<file path="src/rtl/sdc_regs_pkg.sv">
package sdc_regs_pkg;

  // Byte offsets of the register words
  localparam int OFF_PWR   = 'h000;
  localparam int OFF_CLK   = 'h004;
  localparam int OFF_RESP  = 'h014;
  localparam int OFF_DCTL  = 'h02C;
  localparam int OFF_STS   = 'h034;
  localparam int OFF_CLR   = 'h038;
  localparam int OFF_MASK  = 'h03C;

  localparam int RESP_N    = 4;
  localparam int ID_N      = 8;

  // Identification byte for word k of the top window
  function automatic logic [7:0] id_byte(input logic [2:0] k);
    logic [7:0] b;
    case (k)
      3'd0:    b = 8'h81;
      3'd1:    b = 8'h11;
      3'd2:    b = 8'h04;
      3'd3:    b = 8'h00;
      3'd4:    b = 8'h0D;
      3'd5:    b = 8'hF0;
      3'd6:    b = 8'h05;
      default: b = 8'hB1;
    endcase
    return b;
  endfunction

endpackage

</file>
<file path="src/rtl/sdc_status_core.sv">
module sdc_status_core #(
  parameter int STS_W = 22,
  parameter int CLR_W = 11
) (
  input  logic             clk,
  input  logic             rst_n,
  input  logic [STS_W-1:0] sts_in,
  input  logic             clr_en,
  input  logic [CLR_W-1:0] clr_bits,
  output logic [STS_W-1:0] sts_q
);

  localparam int LVL_W = STS_W - CLR_W;

  logic [CLR_W-1:0] evt_d, evt_q;
  logic [LVL_W-1:0] lvl_d, lvl_q;

  // Clear first, then set: an event in the same cycle wins
  always_comb begin
    evt_d = evt_q;
    if (clr_en) evt_d = evt_d & ~clr_bits;
    evt_d = evt_d | sts_in[CLR_W-1:0];
    lvl_d = sts_in[STS_W-1:CLR_W];
  end

  always_ff @(posedge clk or negedge rst_n) begin
    if (!rst_n) begin
      evt_q <= '0;
      lvl_q <= '0;
    end else begin
      evt_q <= evt_d;
      lvl_q <= lvl_d;
    end
  end

  assign sts_q = {lvl_q, evt_q};

endmodule

</file>
<file path="src/rtl/sdc_irq_unit.sv">
module sdc_irq_unit #(
  parameter int STS_W   = 22,
  parameter int NUM_IRQ = 2
) (
  input  logic                     clk,
  input  logic                     rst_n,
  input  logic [NUM_IRQ-1:0]       mask_we,
  input  logic [STS_W-1:0]         mask_wdata,
  input  logic [STS_W-1:0]         sts,
  output logic [NUM_IRQ*STS_W-1:0] mask_flat,
  output logic [NUM_IRQ-1:0]       irq
);

  for (genvar i = 0; i < NUM_IRQ; i++) begin : g_line
    logic [STS_W-1:0] mask_d, mask_q;

    always_comb begin
      mask_d = mask_q;
      if (mask_we[i]) mask_d = mask_wdata;
    end

    always_ff @(posedge clk or negedge rst_n) begin
      if (!rst_n) mask_q <= '0;
      else        mask_q <= mask_d;
    end

    assign mask_flat[i*STS_W +: STS_W] = mask_q;
    assign irq[i] = |(sts & mask_q);
  end

endmodule

</file>
<file path="src/rtl/sdc_ctl_regs.sv">
module sdc_ctl_regs #(
  parameter int CTL_W = 8,
  parameter int NREG  = 3
) (
  input  logic                  clk,
  input  logic                  rst_n,
  input  logic [NREG-1:0]       we,
  input  logic [CTL_W-1:0]      wdata,
  output logic [NREG*CTL_W-1:0] regs_flat
);

  for (genvar r = 0; r < NREG; r++) begin : g_reg
    logic [CTL_W-1:0] val_d, val_q;

    always_comb begin
      val_d = val_q;
      if (we[r]) val_d = wdata;
    end

    always_ff @(posedge clk or negedge rst_n) begin
      if (!rst_n) val_q <= '0;
      else        val_q <= val_d;
    end

    assign regs_flat[r*CTL_W +: CTL_W] = val_q;
  end

endmodule

</file>
<file path="src/rtl/sdc_reg_bank.sv">
module sdc_reg_bank
  import sdc_regs_pkg::*;
#(
  parameter int ADDR_W  = 12,
  parameter int DATA_W  = 32,
  parameter int STS_W   = 22,
  parameter int CLR_W   = 11,
  parameter int CTL_W   = 8,
  parameter int NUM_IRQ = 2
) (
  input  logic                     clk,
  input  logic                     rst_n,
  input  logic                     wr_en,
  input  logic                     rd_en,
  input  logic [ADDR_W-1:0]        addr,
  input  logic [DATA_W-1:0]        wdata,
  output logic [DATA_W-1:0]        rdata,
  input  logic [STS_W-1:0]         sts_in,
  input  logic [RESP_N*DATA_W-1:0] resp_in,
  output logic [NUM_IRQ-1:0]       irq
);

  localparam int WA_W = ADDR_W - 2;
  localparam int NCTL = 3;
  localparam logic [WA_W-1:0] W_PWR  = WA_W'(OFF_PWR  >> 2);
  localparam logic [WA_W-1:0] W_CLK  = WA_W'(OFF_CLK  >> 2);
  localparam logic [WA_W-1:0] W_DCTL = WA_W'(OFF_DCTL >> 2);
  localparam logic [WA_W-1:0] W_STS  = WA_W'(OFF_STS  >> 2);
  localparam logic [WA_W-1:0] W_CLR  = WA_W'(OFF_CLR  >> 2);
  localparam logic [WA_W-1:0] W_MASK = WA_W'(OFF_MASK >> 2);
  localparam logic [WA_W-1:0] W_RESP = WA_W'(OFF_RESP >> 2);

  logic [WA_W-1:0]            wa;
  logic [NCTL-1:0]            ctl_we;
  logic [NCTL*CTL_W-1:0]      ctl_flat;
  logic [NUM_IRQ-1:0]         mask_we;
  logic [NUM_IRQ*STS_W-1:0]   mask_flat;
  logic [STS_W-1:0]           sts_q;
  logic                       clr_en;
  logic                       id_hit;
  logic                       unused_bits;

  assign wa     = addr[ADDR_W-1:2];
  assign id_hit = &addr[ADDR_W-1:5];
  assign unused_bits = ^{addr[1:0], wdata[DATA_W-1:STS_W]};

  // Write decode: index 0 power, 1 clock, 2 data control
  always_comb begin
    ctl_we    = '0;
    ctl_we[0] = wr_en && (wa == W_PWR);
    ctl_we[1] = wr_en && (wa == W_CLK);
    ctl_we[2] = wr_en && (wa == W_DCTL);
    clr_en    = wr_en && (wa == W_CLR);
    for (int i = 0; i < NUM_IRQ; i++)
      mask_we[i] = wr_en && (wa == W_MASK + WA_W'(i));
  end

  sdc_ctl_regs #(.CTL_W(CTL_W), .NREG(NCTL)) u_ctl (
    .clk       (clk),
    .rst_n     (rst_n),
    .we        (ctl_we),
    .wdata     (wdata[CTL_W-1:0]),
    .regs_flat (ctl_flat)
  );

  sdc_status_core #(.STS_W(STS_W), .CLR_W(CLR_W)) u_sts (
    .clk      (clk),
    .rst_n    (rst_n),
    .sts_in   (sts_in),
    .clr_en   (clr_en),
    .clr_bits (wdata[CLR_W-1:0]),
    .sts_q    (sts_q)
  );

  sdc_irq_unit #(.STS_W(STS_W), .NUM_IRQ(NUM_IRQ)) u_irq (
    .clk        (clk),
    .rst_n      (rst_n),
    .mask_we    (mask_we),
    .mask_wdata (wdata[STS_W-1:0]),
    .sts        (sts_q),
    .mask_flat  (mask_flat),
    .irq        (irq)
  );

  // Read mux; no read side effects
  always_comb begin
    rdata = '0;
    if (rd_en) begin
      if (id_hit) begin
        rdata = DATA_W'(id_byte(addr[4:2]));
      end else if (wa == W_PWR) begin
        rdata = DATA_W'(ctl_flat[0*CTL_W +: CTL_W]);
      end else if (wa == W_CLK) begin
        rdata = DATA_W'(ctl_flat[1*CTL_W +: CTL_W]);
      end else if (wa == W_DCTL) begin
        rdata = DATA_W'(ctl_flat[2*CTL_W +: CTL_W]);
      end else if (wa == W_STS) begin
        rdata = DATA_W'(sts_q);
      end else begin
        for (int i = 0; i < NUM_IRQ; i++)
          if (wa == W_MASK + WA_W'(i)) rdata = DATA_W'(mask_flat[i*STS_W +: STS_W]);
        for (int k = 0; k < RESP_N; k++)
          if (wa == W_RESP + WA_W'(k)) rdata = resp_in[k*DATA_W +: DATA_W];
      end
    end
  end

endmodule

</file>
<file path="config.mk">
export PLATFORM = sky130hd
export DESIGN_NAME = sdc_reg_bank
export DESIGN_NICKNAME = d
export VERILOG_FILES = /design/src/rtl/sdc_regs_pkg.sv /design/src/rtl/sdc_status_core.sv /design/src/rtl/sdc_irq_unit.sv /design/src/rtl/sdc_ctl_regs.sv /design/src/rtl/sdc_reg_bank.sv
export SDC_FILE = /design/constraint.sdc
export NUM_CORES = 1
export LEC_CHECK = 0
export CORE_AREA = 5 5 175 93
export CTS_CLUSTER_SIZE = 30
export DETAILED_ROUTE_END_ITERATION = 12
export DIE_AREA = 0 0 180 98
export DONT_BUFFER_PORTS = 1
export GPL_TIMING_DRIVEN = 1
export HOLD_SLACK_MARGIN = 0.15
export PLACE_DENSITY = 0.59
export SLEW_MARGIN = 20
export SYNTH_ARGS = -nofsm -noshare
export SYNTH_HDL_FRONTEND = slang
export SYNTH_SLANG_ARGS = --single-unit
export TNS_END_PERCENT = 100
</file>
<file path="constraint.sdc">
create_clock -name clk -period 2.95 [get_ports clk]
set_input_delay 0.295 -clock clk [delete_from_list [all_inputs] [get_ports clk]]
set_output_delay 0.295 -clock clk [all_outputs]
set_load 0.005 [all_outputs]
</file>
==> Word level (Yosys, flattened, before mapping) <==
Index checks and enable logic that the tools add are counted.
W data, S select, Z words.
{ "op_classes": {"bitwise_logic": 5, "eq_ne": 16, "muxes": 14, "n_reduce_logical": 11} }
{ "op_table": {"columns": ["cell", "count"], "rows": [
  ["$mux W32", 11],
  ["$pmux W8 S7", 1],
  ["$eq A10 B4 Y1 const B", 5],
  ["$and A22 B22 Y22", 2],
  ["$reduce_or A22 Y1", 2],
  ["$eq A10 B3 Y1 const B", 3],
  ["$mux W22", 1],
  ["$and A11 B11 Y11", 1],
  ["$mux W11", 1],
  ["$not A11 Y11", 1],
  ["$or A11 B11 Y11", 1],
  ["$eq A10 B1 Y1 const B", 1],
  ["$eq A10 B5 Y1 const B", 1],
  ["$logic_not A10 Y1", 1],
  ["$eq A3 B3 Y1 const B", 3],
  ["$reduce_and A7 Y1", 1],
  ["$eq A3 B2 Y1 const B", 2],
  ["$logic_and A1 B1 Y1", 6],
  ["$eq A3 B1 Y1 const B", 1],
  ["$logic_not A3 Y1", 1]
]} }
{ "word_totals": {"elab_cells": 53, "out_inout_bits": 34, "input_bits": 198, "reg_bits": 90} }

==> Logic depth before layout (Yosys ltp) <==
{ "logic_depth": {"word_depth": 13, "depth_mapped": 9, "ltp_nobuf": 6} }

==> By module <==
From an unflattened synthesis, not the netlist that was laid out.
{ "hier_totals": {"hier_cells": 567, "hier_area_um2": 5820.6} }
{ "modules_own_cells": {"columns": ["module", "area_per_inst_um2", "instances", "seq_area_each_um2", "cells_per_inst"], "rows": [
  ["sdc_reg_bank", 2296.0, 1, 0.0, 353],
  ["sdc_irq_unit", 1844.3, 1, 1101.1, 118],
  ["sdc_ctl_regs", 994.7, 1, 600.6, 51],
  ["sdc_status_core", 685.7, 1, 550.5, 45]
]} }

==> Worst setup path after synthesis <==
No wires, ideal clock.
{ "synth_path": {"path_kind": "input -> output", "from": "in addr[7]", "to": "out rdata[10]", "stages": 6, "setup_slack_ns": 0.708, "n_path_buf": 1, "required_ns": 2.655, "t_arrival_ns": 1.947, "cell_sequence": "or4_4 -> or4_4 -> nand4_1 -> or2_2 -> buf_2 -> o21ai_0"} }
{ "synth_between": {"elab_chain_len": 13, "elab_cells_between_ends": 23, "cone_classes": "eq/ne (9); mux (12); reduce/logical (2)"} }
{ "synth_lines": {"columns": ["item", "line_no", "source"], "rows": [
  ["start: declaration", "sdc_reg_bank.sv:15", "input logic [ADDR_W-1:0] addr,"],
  ["$eq A10 B4 Y1", "sdc_reg_bank.sv:101", "if (wa == W_MASK + WA_W'(i)) rdata = DATA_W'(mask_flat[i*STS_W +: STS_W]);"],
  ["$mux W22", "sdc_reg_bank.sv:101", null],
  ["$mux W32", "sdc_reg_bank.sv:101", null],
  ["$mux W32 (4 in series)", "sdc_reg_bank.sv:103", "if (wa == W_RESP + WA_W'(k)) rdata = resp_in[k*DATA_W +: DATA_W];"],
  ["$mux W32", "sdc_reg_bank.sv:97", "end else if (wa == W_STS) begin"],
  ["$mux W32", "sdc_reg_bank.sv:95", "end else if (wa == W_DCTL) begin"],
  ["$mux W32", "sdc_reg_bank.sv:93", "end else if (wa == W_CLK) begin"],
  ["$mux W32", "sdc_reg_bank.sv:91", "end else if (wa == W_PWR) begin"],
  ["$mux W32 *", "sdc_reg_bank.sv:89", "if (id_hit) begin"],
  ["$mux W32 *", "sdc_reg_bank.sv:88", "if (rd_en) begin"],
  ["end: declaration", "sdc_reg_bank.sv:17", "output logic [DATA_W-1:0] rdata,"]
]} }
Every way passes the cells marked *; elsewhere a longest branch is shown, timed or not.

==> Worst setup path after layout <==
{ "layout_path": {"from": "in addr[7]", "to": "out rdata[28]"} }
{ "layout_between": {"elab_chain_len": 11, "elab_cells_between_ends": 19, "cone_classes": "eq/ne (7); mux (10); reduce/logical (2)"} }
{ "layout_lines": {"columns": ["item", "line_no"], "rows": [
  ["$eq A10 B3 Y1", "sdc_reg_bank.sv:103"],
  ["$mux W32 (4 in series)", "sdc_reg_bank.sv:103"],
  ["$mux W32", "sdc_reg_bank.sv:97"],
  ["$mux W32", "sdc_reg_bank.sv:95"],
  ["$mux W32", "sdc_reg_bank.sv:93"],
  ["$mux W32", "sdc_reg_bank.sv:91"],
  ["$mux W32 *", "sdc_reg_bank.sv:89"],
  ["$mux W32 *", "sdc_reg_bank.sv:88"]
]} }
Marks and branches as above.

==> run summary <==
Cell Pwr Density = 388 nW/um2
Diodes inserted = 0
Sequential share of power = 48.7%
Worst-path maximum fanout = 13
Top-count cell post-synth = dfrtp_1
Leakage = 2.75 nW
Internal power = 1.96 mW
DIE HEIGHT = 98 um
Worst Path Arrival = 2.31 ns
WL/cell = 27.9 um
Yosys top cell area share = 39.9%
Rel. slew slack = 51.2%
Final HPWL DP = 18.6 mm
Top Ports = 232
Slew Viols, Final = 0
Fraction of registers with async set/reset = 100%
Die area = 17600 um2
Post-route insts no fill = 856
CTS buffer count = 9
1st-pass router iterations = 9
HP Class = in2async
First-pass GRT wire length = 35.4 mm
Drt drc = 0
Initial Util = 38.2%
Post-layout util = 45.8%
Req. time, crit path = 2.65 ns
Switching pwr = 662 uW
Largest net degree at the start of global routing = 91
Post-CTS setup buffers = 0
Port bufs = 0
Synth cell count leaders = dfrtp_1, nand2_1, mux2_2, a21oi_1, o21ai_0
Yosys warns = 0
Crit end category = output pin
Power consumption = 2.62 mW
Post-Syn Area per Cell = 9.42 um2
DR vias/cell = 6.53
H-tree Lvls = 3
Area grow syn2layout = 19.7%
Fin. Hold Viols = 0
Sequential fraction of the synthesis area = 39.9%
Fin nets = 845
Fmax = 384 MHz
Syn Nets = 798
Number of core rows = 32
Maximum vdd drop = 0.266 mV
Remaining global-route overflow = 0
Register area = 2250 um2
Final worst setup slack = 0.343 ns
Die width = 180 um
Slew @ Worst Pin = 0.730 ns
Cell Area, Synth = 5650 um2
Startpoint Class = primary input
Post-synthesis cell type count = 57
Clock Sinks = 90
DR vias = 5589
Placed cell area = 5890 um2
Clk Latency, worst-skew pair = 0.34 ns
Setup TNS = 0 ns
Logic pwr share = 9.3%
Core box area = 14800 um2
CTS tree = done
Tcrit/Tclk final = 88.4%
Setup WS pre-CTS = 0.341 ns
GRT Overall Usage = 26.2%
Antenna violations before repair = 5
Skew final = 0 ns
Resized Gates After CTS = 0
Placed Cells = 783
Hold Buf Count CTS = 57
RSZ-0062 raised after global routing = no
Root Buffer Master = clkbuf_16
Post-route ant nets = 0
Cell count after synthesis = 600
Finished layout cell area = 6760 um2
Status = complete, no violations
Cell taking the most area after synthesis = dfrtp_1
Predominant post-synthesis flop cell = dfrtp_1
Share of cells above drive strength 1 = 18.1%
Setup Crit Path Kind = in2out
Final WL = 23.9 mm
# setup viols final = 0
EDFF count, synth = 0
Clk buf depth = 2
GPL Wtd Cong = 0.979
Total of max-cap violations = 0
Synth area leaders = dfrtp_1, mux2_2, a21oi_1
Sw Ratio = 25.3%
Fillcell total = 1405
Hold slack = 0.491 ns
Clock transition at path regs = 0.07 ns
Fin crit period = 2.61 ns
Area taken by multi-input logic gates = 3210 um2
Clock group share of total power = 42.0%
Synth Register Bits = 90
Vias in the first global route = 5458
Iter 0 DRT Violations = 646
## cell type report
| class | count | area share [%] |
|---|---|---|
| well taps | 204 | 3.77 |
| clock buffers | 10 | 3.39 |
| clock inverters | 6 | 0.796 |
| flip-flops and latches | 90 | 33.3 |
| repair buffers | 79 | 11.1 |
| multi-input cells | 465 | 47.5 |
| inverters | 2 | 0.111 |
## state kept, by name, indices dropped and copies added (netlist names)
signal,count
u_ctl.g.val_q,24
u_irq.g_line.mask_q,44
u_sts.evt_q,11
u_sts.lvl_q,11
## path summary, 6_finish.rpt
path,slack [ns],cells after the start,from,endpoint
max,0.34,6,addr[7],rdata[28]
min,0.49,2,rst_n,u_sts.lvl_q[9]
max reg2reg,1.59,2,u_sts.evt_q[4],u_sts.evt_q[4]
min reg2reg,0.51,1,u_ctl.g_reg[0].val_q[1],u_ctl.g_reg[0].val_q[1]
max in group asynchronous,2.06,2,rst_n,u_ctl.g_reg[0].val_q[6]
min in group clk,0.49,2,wr_en,u_irq.g_line[0].mask_q[19]
## logic make-up after synthesis
group	share of synthesized area, %
flip-flops	39.9
buffers and inverters	3.30
multiplexers	16.2
AND/OR/NAND/NOR	14.4
AO/OA/AOI/OAI	26.1
XOR/XNOR	0.155
## critical path, stage by stage
cell	delay (ns)
or4_4	0.58
or4_4	0.59
nand4_1	0.18
or2_2	0.34
buf_4	0.24
a21oi_1	0.09
## power groups by stage
stage	logic (mW)	clock network [mW]	registers (mW)
4_1_cts	0.245	1.12	1.28
2_1_floorplan	0.141	0	1.29
5_1_grt	0.270	1.18	1.28
6_report	0.245	1.10	1.28
3_5_place_dp	0.152	0	1.30
3_3_place_gp	0.150	0	1.30
## routing by layer
metal,global-route usage (%),vias up,wire (um)
met5,0,-,48
met4,4.51,8,367
met3,9.53,42,2720
met2,37.9,361,10200
met1,38.1,2780,10600
li1,-,2398,-
## cells in the final DEF, fill, tap and decap left out, types with 7 or more instances in the layout
cell type,Yosys,layout
a222oi_1,14,14
a221oi_1,9,9
o21ai_0,45,45
a21o_1,11,11
a21oi_1,57,57
a221o_1,7,7
mux2i_1,15,15
a2bb2oi_1,8,8
a22o_1,9,9
nand2_1,70,70
a22oi_1,32,32
dfrtp_1,90,90
dlygate4sd3_1,0,56
buf_4,1,22
clkbuf_16,0,9
nand3_1,13,13
mux2_2,67,67
nor2_1,38,38
Note: power is estimated with default switching activity, not from simulation.
